## config.mk

```make
export PLATFORM = sky130hd
export DESIGN_NAME = tcm_err_events
export DESIGN_NICKNAME = d
export VERILOG_FILES = /design/src/rtl/tcm_evt_pkg.sv /design/src/rtl/tcm_evt_pipe.sv /design/src/rtl/tcm_evt_spec_tbl.sv /design/src/rtl/tcm_err_events.sv
export SDC_FILE = /design/constraint.sdc
export NUM_CORES = 1
export LEC_CHECK = 0
export ABC_CLOCK_PERIOD_IN_PS = 1300
export BUFFER_PORTS_ARGS = -buffer_cell sky130_fd_sc_hd__buf_4
export CORE_MARGIN = 1.5
export CORE_UTILIZATION = 40
export DETAILED_ROUTE_END_ITERATION = 8
export PLACE_DENSITY_LB_ADDON = 0.1
export RECOVER_POWER = 100
export SYNTH_ARGS = -nofsm -noshare
export SYNTH_HDL_FRONTEND = slang
export SYNTH_SLANG_ARGS = --single-unit
```

## constraint.sdc

```tcl
create_clock -name clk -period 1.3 [get_ports clk]
set_input_delay 0.195 -clock clk [delete_from_list [all_inputs] [get_ports clk]]
set_output_delay 0.195 -clock clk [all_outputs]
set_load 0.1 [all_outputs]
```

## src/rtl/tcm_evt_pkg.sv

```systemverilog
// Shared definitions for the TCM read error event generator.
// Assumes exactly three requesters; code 3 marks a read with no owner.
package tcm_evt_pkg;
    localparam int EVT_LAT = 3;   // memory-side event delay in cycles
    localparam int REQ_W   = 2;
    localparam int NUM_REQ = 3;

    typedef enum logic [REQ_W-1:0] {
        REQ_FETCH = 2'd0,
        REQ_LDST  = 2'd1,
        REQ_DMA   = 2'd2,
        REQ_NONE  = 2'd3
    } req_e;

    typedef struct packed {
        logic fatal;
        logic corr;
        logic spec;
        req_e req;
    } evt_t;
endpackage

```

## src/rtl/tcm_evt_pipe.sv

```systemverilog
// Per-port delay line. Classifies a read's check result (fatal wins over
// correctable) and carries it with its requester and speculation flag
// through EVT_LAT registers, so the output lines up with the read.
// Assumes the check flags are valid in the same cycle as rd_vld.
module tcm_evt_pipe
    import tcm_evt_pkg::*;
(
    input  logic             clk,
    input  logic             rst_n,
    input  logic             rd_vld,
    input  logic             rd_sbe,
    input  logic             rd_dbe,
    input  logic             rd_spec,
    input  logic [REQ_W-1:0] rd_req,
    output evt_t             evt_o
);
    evt_t stg_in;
    evt_t stg [EVT_LAT];

    // Classify the incoming read; a double-bit flag suppresses correctable.
    always_comb begin
        stg_in.fatal = rd_vld && rd_dbe;
        stg_in.corr  = rd_vld && rd_sbe && !rd_dbe;
        stg_in.spec  = rd_spec;
        stg_in.req   = req_e'(rd_req);
    end

    // Shift the classified result down the delay line.
    always_ff @(posedge clk) begin
        if (!rst_n) begin
            for (int i = 0; i < EVT_LAT; i++) stg[i] <= '0;
        end else begin
            stg[0] <= stg_in;
            for (int i = 1; i < EVT_LAT; i++) stg[i] <= stg[i-1];
        end
    end

    assign evt_o = stg[EVT_LAT-1];

    AST_MEM_FATAL_LAT: assert property (@(posedge clk) disable iff (!rst_n)
        evt_o.fatal |-> $past(rd_vld && rd_dbe, 3));
    AST_MEM_CORR_LAT: assert property (@(posedge clk) disable iff (!rst_n)
        evt_o.corr |-> $past(rd_vld && rd_sbe && !rd_dbe, 3));
endmodule

```

## src/rtl/tcm_evt_spec_tbl.sv

```systemverilog
// Per-port table of pending speculative read errors, indexed by tag.
// A speculative read writes its entry (clean reads clear it); a resolve
// for this port frees it and, on commit, raises a release pulse next cycle.
// Assumes a resolve arrives at least one cycle after its read.
module tcm_evt_spec_tbl
    import tcm_evt_pkg::*;
#(
    parameter int TAG_W    = 3,
    parameter int PORT_W   = 1,
    parameter int PORT_IDX = 0
) (
    input  logic              clk,
    input  logic              rst_n,
    input  logic              rd_vld,
    input  logic              rd_spec,
    input  logic [TAG_W-1:0]  rd_tag,
    input  logic              rd_sbe,
    input  logic              rd_dbe,
    input  logic [REQ_W-1:0]  rd_req,
    input  logic              rsv_vld,
    input  logic              rsv_commit,
    input  logic [PORT_W-1:0] rsv_port,
    input  logic [TAG_W-1:0]  rsv_tag,
    output logic              rel_fatal,
    output logic              rel_corr,
    output req_e              rel_req
);
    localparam int DEPTH = 1 << TAG_W;

    logic [DEPTH-1:0] pend_v;
    logic [DEPTH-1:0] pend_f;
    req_e             pend_r [DEPTH];
    logic             port_hit;
    logic             spec_wr;

    assign port_hit = rsv_vld && (rsv_port == PORT_W'(PORT_IDX));
    assign spec_wr  = rd_vld && rd_spec;

    // Register the release of a committed entry that holds an error.
    always_ff @(posedge clk) begin
        if (!rst_n) begin
            rel_fatal <= 1'b0;
            rel_corr  <= 1'b0;
            rel_req   <= REQ_NONE;
        end else begin
            rel_fatal <= port_hit && rsv_commit && pend_v[rsv_tag] && pend_f[rsv_tag];
            rel_corr  <= port_hit && rsv_commit && pend_v[rsv_tag] && !pend_f[rsv_tag];
            rel_req   <= pend_r[rsv_tag];
        end
    end

    // Update entries: a new speculative read wins over a resolve of the same tag.
    always_ff @(posedge clk) begin
        if (!rst_n) begin
            pend_v <= '0;
            pend_f <= '0;
            for (int i = 0; i < DEPTH; i++) pend_r[i] <= REQ_NONE;
        end else begin
            for (int i = 0; i < DEPTH; i++) begin
                if (spec_wr && (rd_tag == TAG_W'(i))) begin
                    pend_v[i] <= rd_sbe || rd_dbe;
                    pend_f[i] <= rd_dbe;
                    pend_r[i] <= req_e'(rd_req);
                end else if (port_hit && (rsv_tag == TAG_W'(i))) begin
                    pend_v[i] <= 1'b0;
                end
            end
        end
    end

    AST_REL_NEEDS_COMMIT: assert property (@(posedge clk) disable iff (!rst_n)
        (rel_fatal || rel_corr) |-> $past(port_hit && rsv_commit));
    AST_CANCEL_CLEARS: assert property (@(posedge clk) disable iff (!rst_n)
        (port_hit && !rsv_commit && !(spec_wr && rd_tag == rsv_tag))
        |=> !pend_v[$past(rsv_tag)]);
endmodule

```

## src/rtl/tcm_err_events.sv

```systemverilog
// Top of the TCM read error event generator. Per port, a delay line
// produces memory-side events three cycles after each read, and a tag
// table holds speculative errors until commit. Requester-side events are
// the OR of non-speculative pipe outputs and committed releases, split by
// requester code. The external error flag is accepted and has no effect.
module tcm_err_events
    import tcm_evt_pkg::*;
#(
    parameter int NUM_PORTS = 2,
    parameter int TAG_W     = 3,
    localparam int PORT_W   = (NUM_PORTS > 1) ? $clog2(NUM_PORTS) : 1
) (
    input  logic                       clk,
    input  logic                       rst_n,
    input  logic [NUM_PORTS-1:0]       rd_vld,
    input  logic [NUM_PORTS*REQ_W-1:0] rd_req,
    input  logic [NUM_PORTS-1:0]       rd_spec,
    input  logic [NUM_PORTS*TAG_W-1:0] rd_tag,
    input  logic [NUM_PORTS-1:0]       rd_sbe,
    input  logic [NUM_PORTS-1:0]       rd_dbe,
    input  logic [NUM_PORTS-1:0]       rd_ext,
    input  logic                       rsv_vld,
    input  logic                       rsv_commit,
    input  logic [PORT_W-1:0]          rsv_port,
    input  logic [TAG_W-1:0]           rsv_tag,
    output logic [NUM_PORTS-1:0]       mem_fatal,
    output logic [NUM_PORTS-1:0]       mem_corr,
    output logic [NUM_REQ-1:0]         req_fatal,
    output logic [NUM_REQ-1:0]         req_corr
);
    evt_t pe        [NUM_PORTS];
    logic rel_fatal [NUM_PORTS];
    logic rel_corr  [NUM_PORTS];
    req_e rel_req   [NUM_PORTS];
    logic ext_unused;

    assign ext_unused = &{1'b0, rd_ext};

    for (genvar p = 0; p < NUM_PORTS; p++) begin : g_port
        tcm_evt_pipe u_pipe (
            .clk     (clk),
            .rst_n   (rst_n),
            .rd_vld  (rd_vld[p]),
            .rd_sbe  (rd_sbe[p]),
            .rd_dbe  (rd_dbe[p]),
            .rd_spec (rd_spec[p]),
            .rd_req  (rd_req[p*REQ_W +: REQ_W]),
            .evt_o   (pe[p])
        );

        tcm_evt_spec_tbl #(
            .TAG_W    (TAG_W),
            .PORT_W   (PORT_W),
            .PORT_IDX (p)
        ) u_tbl (
            .clk        (clk),
            .rst_n      (rst_n),
            .rd_vld     (rd_vld[p]),
            .rd_spec    (rd_spec[p]),
            .rd_tag     (rd_tag[p*TAG_W +: TAG_W]),
            .rd_sbe     (rd_sbe[p]),
            .rd_dbe     (rd_dbe[p]),
            .rd_req     (rd_req[p*REQ_W +: REQ_W]),
            .rsv_vld    (rsv_vld),
            .rsv_commit (rsv_commit),
            .rsv_port   (rsv_port),
            .rsv_tag    (rsv_tag),
            .rel_fatal  (rel_fatal[p]),
            .rel_corr   (rel_corr[p]),
            .rel_req    (rel_req[p])
        );
    end

    // Drive memory-side events and merge requester-side sources per requester.
    always_comb begin
        req_fatal = '0;
        req_corr  = '0;
        for (int p = 0; p < NUM_PORTS; p++) begin
            mem_fatal[p] = pe[p].fatal;
            mem_corr[p]  = pe[p].corr;
            for (int r = 0; r < NUM_REQ; r++) begin
                if (!pe[p].spec && int'(pe[p].req) == r) begin
                    req_fatal[r] = req_fatal[r] | pe[p].fatal;
                    req_corr[r]  = req_corr[r]  | pe[p].corr;
                end
                if (int'(rel_req[p]) == r) begin
                    req_fatal[r] = req_fatal[r] | rel_fatal[p];
                    req_corr[r]  = req_corr[r]  | rel_corr[p];
                end
            end
        end
    end

    AST_REQ_FATAL_SOURCED: assert property (@(posedge clk) disable iff (!rst_n)
        (|req_fatal) |-> ($past(|(rd_vld & rd_dbe & ~rd_spec), 3)
                          || $past(rsv_vld && rsv_commit)));
    AST_REQ_CORR_SOURCED: assert property (@(posedge clk) disable iff (!rst_n)
        (|req_corr) |-> ($past(|(rd_vld & rd_sbe & ~rd_spec), 3)
                         || $past(rsv_vld && rsv_commit)));
endmodule

```

### Yosys cells after proc, flatten, opt, wreduce, memory -nomap -nowiden

Memories as Yosys holds them, arrays and structs flattened. A register that Yosys moved wholly into a read port is not among the register bits.
Cells that the tools add are included.

| word-level totals | value |
|---|---|
| register bits | 36 |
| memories | 4 |
| output and inout bits | 10 |
| logic and storage cells | 336 |
| memory bits (writable) | 62 |

| cells by class | value |
|---|---|
| reductions and logical operators | 89 |
| eq/ne operators | 29 |
| muxes and demuxes | 136 |
| bitwise operators | 41 |
| magnitude comparators | 1 |

Memories:

| name | words | bits a word | read ports | clocked after Yosys merged registers in | write ports | line | source |
|---|---|---|---|---|---|---|---|
| g_port[0].u_tbl.pend_r | 8 | 2 | 1 | 1 | 8 | tcm_evt_spec_tbl.sv:32 | `req_e pend_r [DEPTH];` |
| g_port[1].u_tbl.pend_r | 8 | 2 | 1 | 1 | 8 | tcm_evt_spec_tbl.sv:32 |  |
| g_port[0].u_pipe.stg | 3 | 5 | 3 | 0 | 3 | tcm_evt_pipe.sv:18 | `evt_t stg [EVT_LAT];` |
| g_port[1].u_pipe.stg | 3 | 5 | 3 | 0 | 3 | tcm_evt_pipe.sv:18 |  |

Operators by type and width:

| kind | count |
|---|---|
| $mux W1 | 110 |
| $logic_and A1 B1 Y1 | 56 |
| $or A1 B1 Y1 | 40 |
| $eq A3 B3 Y1 const B | 12 |
| $mux W2 | 16 |
| $reduce_bool A2 Y1 | 16 |
| $mux W5 | 6 |
| $eq A3 B2 Y1 const B | 6 |
| $eq A2 B2 Y1 const B | 8 |
| $bmux W1 S3 | 4 |
| $eq A3 B1 Y1 const B | 3 |
| $logic_not A3 Y1 | 3 |
| $logic_not A1 Y1 | 8 |
| $logic_not A2 Y1 | 4 |
| $lt A3 B4 Y1 const B | 1 |
| $logic_or A1 B1 Y1 | 2 |
| $not A1 Y1 | 1 |

### Depth between registers and ports, before layout

An unclocked memory read counts as a cell.

| logic depth | value |
|---|---|
| depth in word-level cells | 10 |
| gate-level depth with buffers | 5 |
| gate-level depth less buffers | 3 |

### Modules after synthesis

A second synthesis with hierarchy kept.

| unflattened totals | value |
|---|---|
| cells, all modules | 437 |
| area total of the unflattened synthesis | 4665.7 um^2 |

Modules (own cells, without submodules):

| module | cells each | area an instance (um^2) | times used | seq. area each (um^2) |
|---|---|---|---|---|
| tcm_evt_spec_tbl (g_port[0].u_tbl) | 163 | 1770.4 | 1 | 880.8 |
| tcm_evt_spec_tbl (g_port[1].u_tbl) | 167 | 1761.7 | 1 | 880.8 |
| tcm_evt_pipe | 36 | 460.4 | 2 | 300.3 |
| tcm_err_events | 35 | 212.7 | 1 | 0.0 |

### Least setup slack after synthesis

Ideal clock, no wire load.

| timing | value |
|---|---|
| kind | flip-flop to output port |
| start point | reg g_port[0].u_tbl.rel_req[0], read port of g_port[0].u_tbl.pend_r |
| end point | out req_fatal[2] |
| required time | 1.105 ns |
| setup slack | -0.885 ns |
| stages on the path, launching flop included | 3 |
| arrival | 1.990 ns |
| cells stage by stage | dfxtp_1 -> nand2b_1 -> o2111ai_1 |

| on the way | value |
|---|---|
| word-level cells in the longest chain between the ends | 6 |

RTL lines:

| what | line | source |
|---|---|---|
| from (decl) | tcm_evt_spec_tbl.sv:26 | `output req_e rel_req` |
| $eq A2 B2 Y1 * | tcm_err_events.sv:86 | `if (int'(rel_req[p]) == r) begin` |
| $mux W1 * | tcm_err_events.sv:86 |  |
| $or A1 B1 Y1 | tcm_err_events.sv:83 | `req_fatal[r] = req_fatal[r] \| pe[p].fatal;` |
| $mux W1 * | tcm_err_events.sv:82 | `if (!pe[p].spec && int'(pe[p].req) == r) begin` |
| $or A1 B1 Y1 | tcm_err_events.sv:87 | `req_fatal[r] = req_fatal[r] \| rel_fatal[p];` |
| $mux W1 * | tcm_err_events.sv:86 |  |
| to (decl) | tcm_err_events.sv:28 | `output logic [NUM_REQ-1:0] req_fatal,` |

Every way passes the cells marked *; elsewhere a longest branch is shown, timed or not.

### Worst setup path in the final report

| timing | value |
|---|---|
| start point | reg g_port[0].u_tbl.rel_req[1], read port of g_port[0].u_tbl.pend_r |
| end point | out req_fatal[0] |

| on the way | value |
|---|---|
| word-level cells in the longest chain between the ends | 6 |

RTL lines:

| what | line |
|---|---|
| $logic_not A2 Y1 * | tcm_err_events.sv:86 |
| $mux W1 * | tcm_err_events.sv:86 |
| $or A1 B1 Y1 | tcm_err_events.sv:83 |
| $mux W1 * | tcm_err_events.sv:82 |
| $or A1 B1 Y1 | tcm_err_events.sv:87 |
| $mux W1 * | tcm_err_events.sv:86 |

Marked as above.

==> reports/metrics.yaml <==
run_status:
  status: "complete, but fails checks"
  violations: "setup timing"
place:
  routabilityCongestion: 0.789
  placedCellCount: 617
  pre_cts_ws_ns: -0.120
  dp_hpwl_um: 7940
  io_buffers: 35
yosys:
  avgSynthCellArea_sq_um: 10.5
  yosysTopAreaCellShare: 0.306
  synth_edf_count: 32
  syn-num-nets: 464
  yosysUniqueCellTypes: 40
  ys_top_cells_by_area: "dfxtp_1 31%, edfxtp_1 21%, a21boi_0 5.2%"
  ys_seq_area_frac: 0.516
  ys_seq_elements: 102
  synth_top_area_cell: "dfxtp_1"
  synth_ff_type: "dfxtp_1"
  netlist_instances: 436
  async_reset_ff_frac: 0
  syn_area_sq_um: 4580
  ys_warn_count: 0
grt:
  grt_pass1_vias: 3375
  grt_pass1_wl_um: 16900
  antenna_found_initial: 0
  grt.total_usage: 0.186
  overflow: 0
  grt_max_degree: 39
final_layout:
  layout-drive-gt1-share: 0.263
  final_cells: 635
  num_antenna_cells: 0
  fin_nets: 518
  syn_to_final_growth_pct: 22.8
  fillers: 1005
  utilization: 0.512
run:
  cap_violations: 0
setup_path:
  ff2ff_path_depth: 3
  r2r_setup_slack_ns: 0.01
  rr_endpoint: "g_port[0].u_tbl.rel_corr$_SDFF_PN0_"
  cp-start-kind: "flop"
  crit_type: "reg -> out"
  required_ns: 1.11
  endpoint: "req_fatal[0]"
  r2r-start: "g_port[0].u_tbl.pend_f[7]$_SDFFE_PN0P_"
  cp_max_fo: 3
  critPathLaunch: "g_port[0].u_tbl.rel_req[1]$_SDFF_PN1_"
  cp.arrival_ns: 1.37
  crit_path_end_kind: "output port"
sta:
  rsz0062_at_grt: "true"
  hold_ws_ns: 0.0674
  slew_headroom: 0.533
  worst_slack_ns: -0.262
  finalHoldViolCount: 0
  drv_slew: 0
  worstMarginPinSlew_ns: 0.701
  fmax_mhz: 640
  fin_crit_sh: 1.20
  fin_crit_ns: 1.56
  fin_worst_skew_ns: 0.00714
  setup_viol: 18
route:
  vias_per_cell: 5.41
  wirelength_um: 10700
  drt_pass1_iterations: 4
  route.detailed.drc: 0
  drt-initial-drc-count: 145
  wl_per_cell_um: 16.8
  final_antenna_net_count: 0
  vias: 3433
clock_tree:
  cts_root_buf: "clkbuf_16"
  cts_made_buffers: 9
  path_clk_slew_ns: 0.08
  cts_tree: "yes"
  clock_latency_ns: 0.34
  htreeDepth: 3
  clk_path_buf_depth: 2
  hold_buffers: 0
  cts.sink_count: 102
power_and_ir_drop:
  leakage_nw: 2.02
  peakVddDrop_uv: 608
  p_per_area_nw_per_um2: 1210
floorplan:
  ioPinCount: 38
  die_area_sq_um: 12100
  die_h_um: 110
  rows: 38
  start_util: 0.417
  coreArea_sq_um: 11000
  dieWidth_um: 110
min_path:
  hold_depth: 2
  hold_class: "in -> reg"
==> cell type report <==
| class | count | area, sq um | area share |
|---|---|---|---|
| flip-flops and latches | 102 | 2390 | 0.424 |
| multi-input cells | 292 | 2110 | 0.376 |
| repair buffers | 77 | 624 | 0.111 |
| clock buffers | 10 | 239 | 0.0425 |
| well taps | 140 | 175 | 0.0311 |
| clock inverters | 6 | 57.6 | 0.0102 |
| inverters | 8 | 30.0 | 0.00534 |
==> critical path, stage by stage (launching register included) <==
cell     delay, ns
dfxtp_2       0.34
buf_6         0.11
o32ai_4       0.08
a221o_2       0.33
buf_12        0.17
==> sequential cells by signal, summed over array words and instances, names as in the netlist <==
signal                  cells
g_port.u_tbl.pend_r        32
g_port.u_tbl.rel_fatal      2
g_port.u_pipe.stg          30
g_port.u_tbl.pend_f        16
g_port.u_tbl.pend_v        16
g_port.u_tbl.rel_corr       2
g_port.u_tbl.rel_req        4
==> stage by stage <==
stage          setup TNS [ns]  instance area, sq um  total power [W]
2_1_floorplan           -1.06                  4590          0.00391
3_3_place_gp           -0.865                  5180          0.00418
3_5_place_dp            -1.46                  5180          0.00419
4_1_cts                 -1.43                  5630          0.00690
5_1_grt                 -5.07                  5620          0.00710
6_report                -1.75                  5620          0.00683
==> power by group <==
group          leakage, nW  internal (W)  switching [W]  total (W)
sequential           0.895       0.00341      0.0000578    0.00347
combinational        0.980      0.000296       0.000368   0.000664
clock                0.148       0.00141        0.00129    0.00270
total                 2.02       0.00511        0.00172    0.00683
==> cells in the mapped netlist, types with 3 or more instances <==
master,n
mux2i_1,8
dfxtp_1,70
buf_4,5
mux4_1,6
nand3_1,41
nand2_1,36
o221ai_1,16
edfxtp_1,32
o21ai_0,32
mux4_2,6
buf_2,3
inv_1,8
or2_2,5
and3_1,4
nand3b_1,8
and2_1,28
nand4_1,3
mux2_2,4
nor2_1,17
a21boi_0,32
nor2b_1,10
nand2b_1,10
clkbuf_1,22
==> cells by family after synthesis <==
kind of cell / synth area share
buf+inv: 0.0434
mux: 0.0913
simple gates: 0.210
compound gates: 0.139
flops: 0.516
==> timing repair <==
action                     CTS  global route
pin swaps                    4             4
setup endpoints to repair    9             9
resized for setup           42            12
setup buffers                1             1
==> worst min path at each step <==
stage	from	endpoint
final	rd_req[2]	g_port[1].u_pipe.stg[0][0]$_SDFF_PN0_
after global placement	rd_req[2]	g_port[1].u_pipe.stg[0][0]$_SDFF_PN0_
after CTS	rd_req[2]	g_port[1].u_pipe.stg[0][0]$_SDFF_PN0_
after global routing	rd_req[2]	g_port[1].u_pipe.stg[0][0]$_SDFF_PN0_
after detailed placement	g_port[1].u_pipe.stg[0][8]$_SDFF_PN0_	g_port[1].u_pipe.stg[0][13]$_SDFF_PN0_
after floorplan	rd_req[2]	g_port[1].u_pipe.stg[0][0]$_SDFF_PN0_
==> metal layers <==
layer	GRT usage	wire length, um
met4	0.0584	83
met1	0.244	4930
met3	0.0323	263
met5	0	0
met2	0.313	5370
==> placed cells by master (no fill, tap or decap), types with 5 or more instances in the layout <==
cell type	count
nor2b_1	10
edfxtp_1	32
and2_1	19
nand2_1	36
mux2i_1	8
mux4_2	6
buf_12	7
dfxtp_1	55
mux4_1	6
nand3b_1	8
nor2_1	17
nand2b_1	8
or2_2	5
clkbuf_16	9
clkbuf_1	11
o221ai_1	16
clkbuf_2	6
o21ai_0	32
buf_4	49
a21boi_0	32
inv_1	5
nand3_1	41
dfxtp_2	13
and2_0	9
Note: power is estimated with default switching activity, not from simulation.
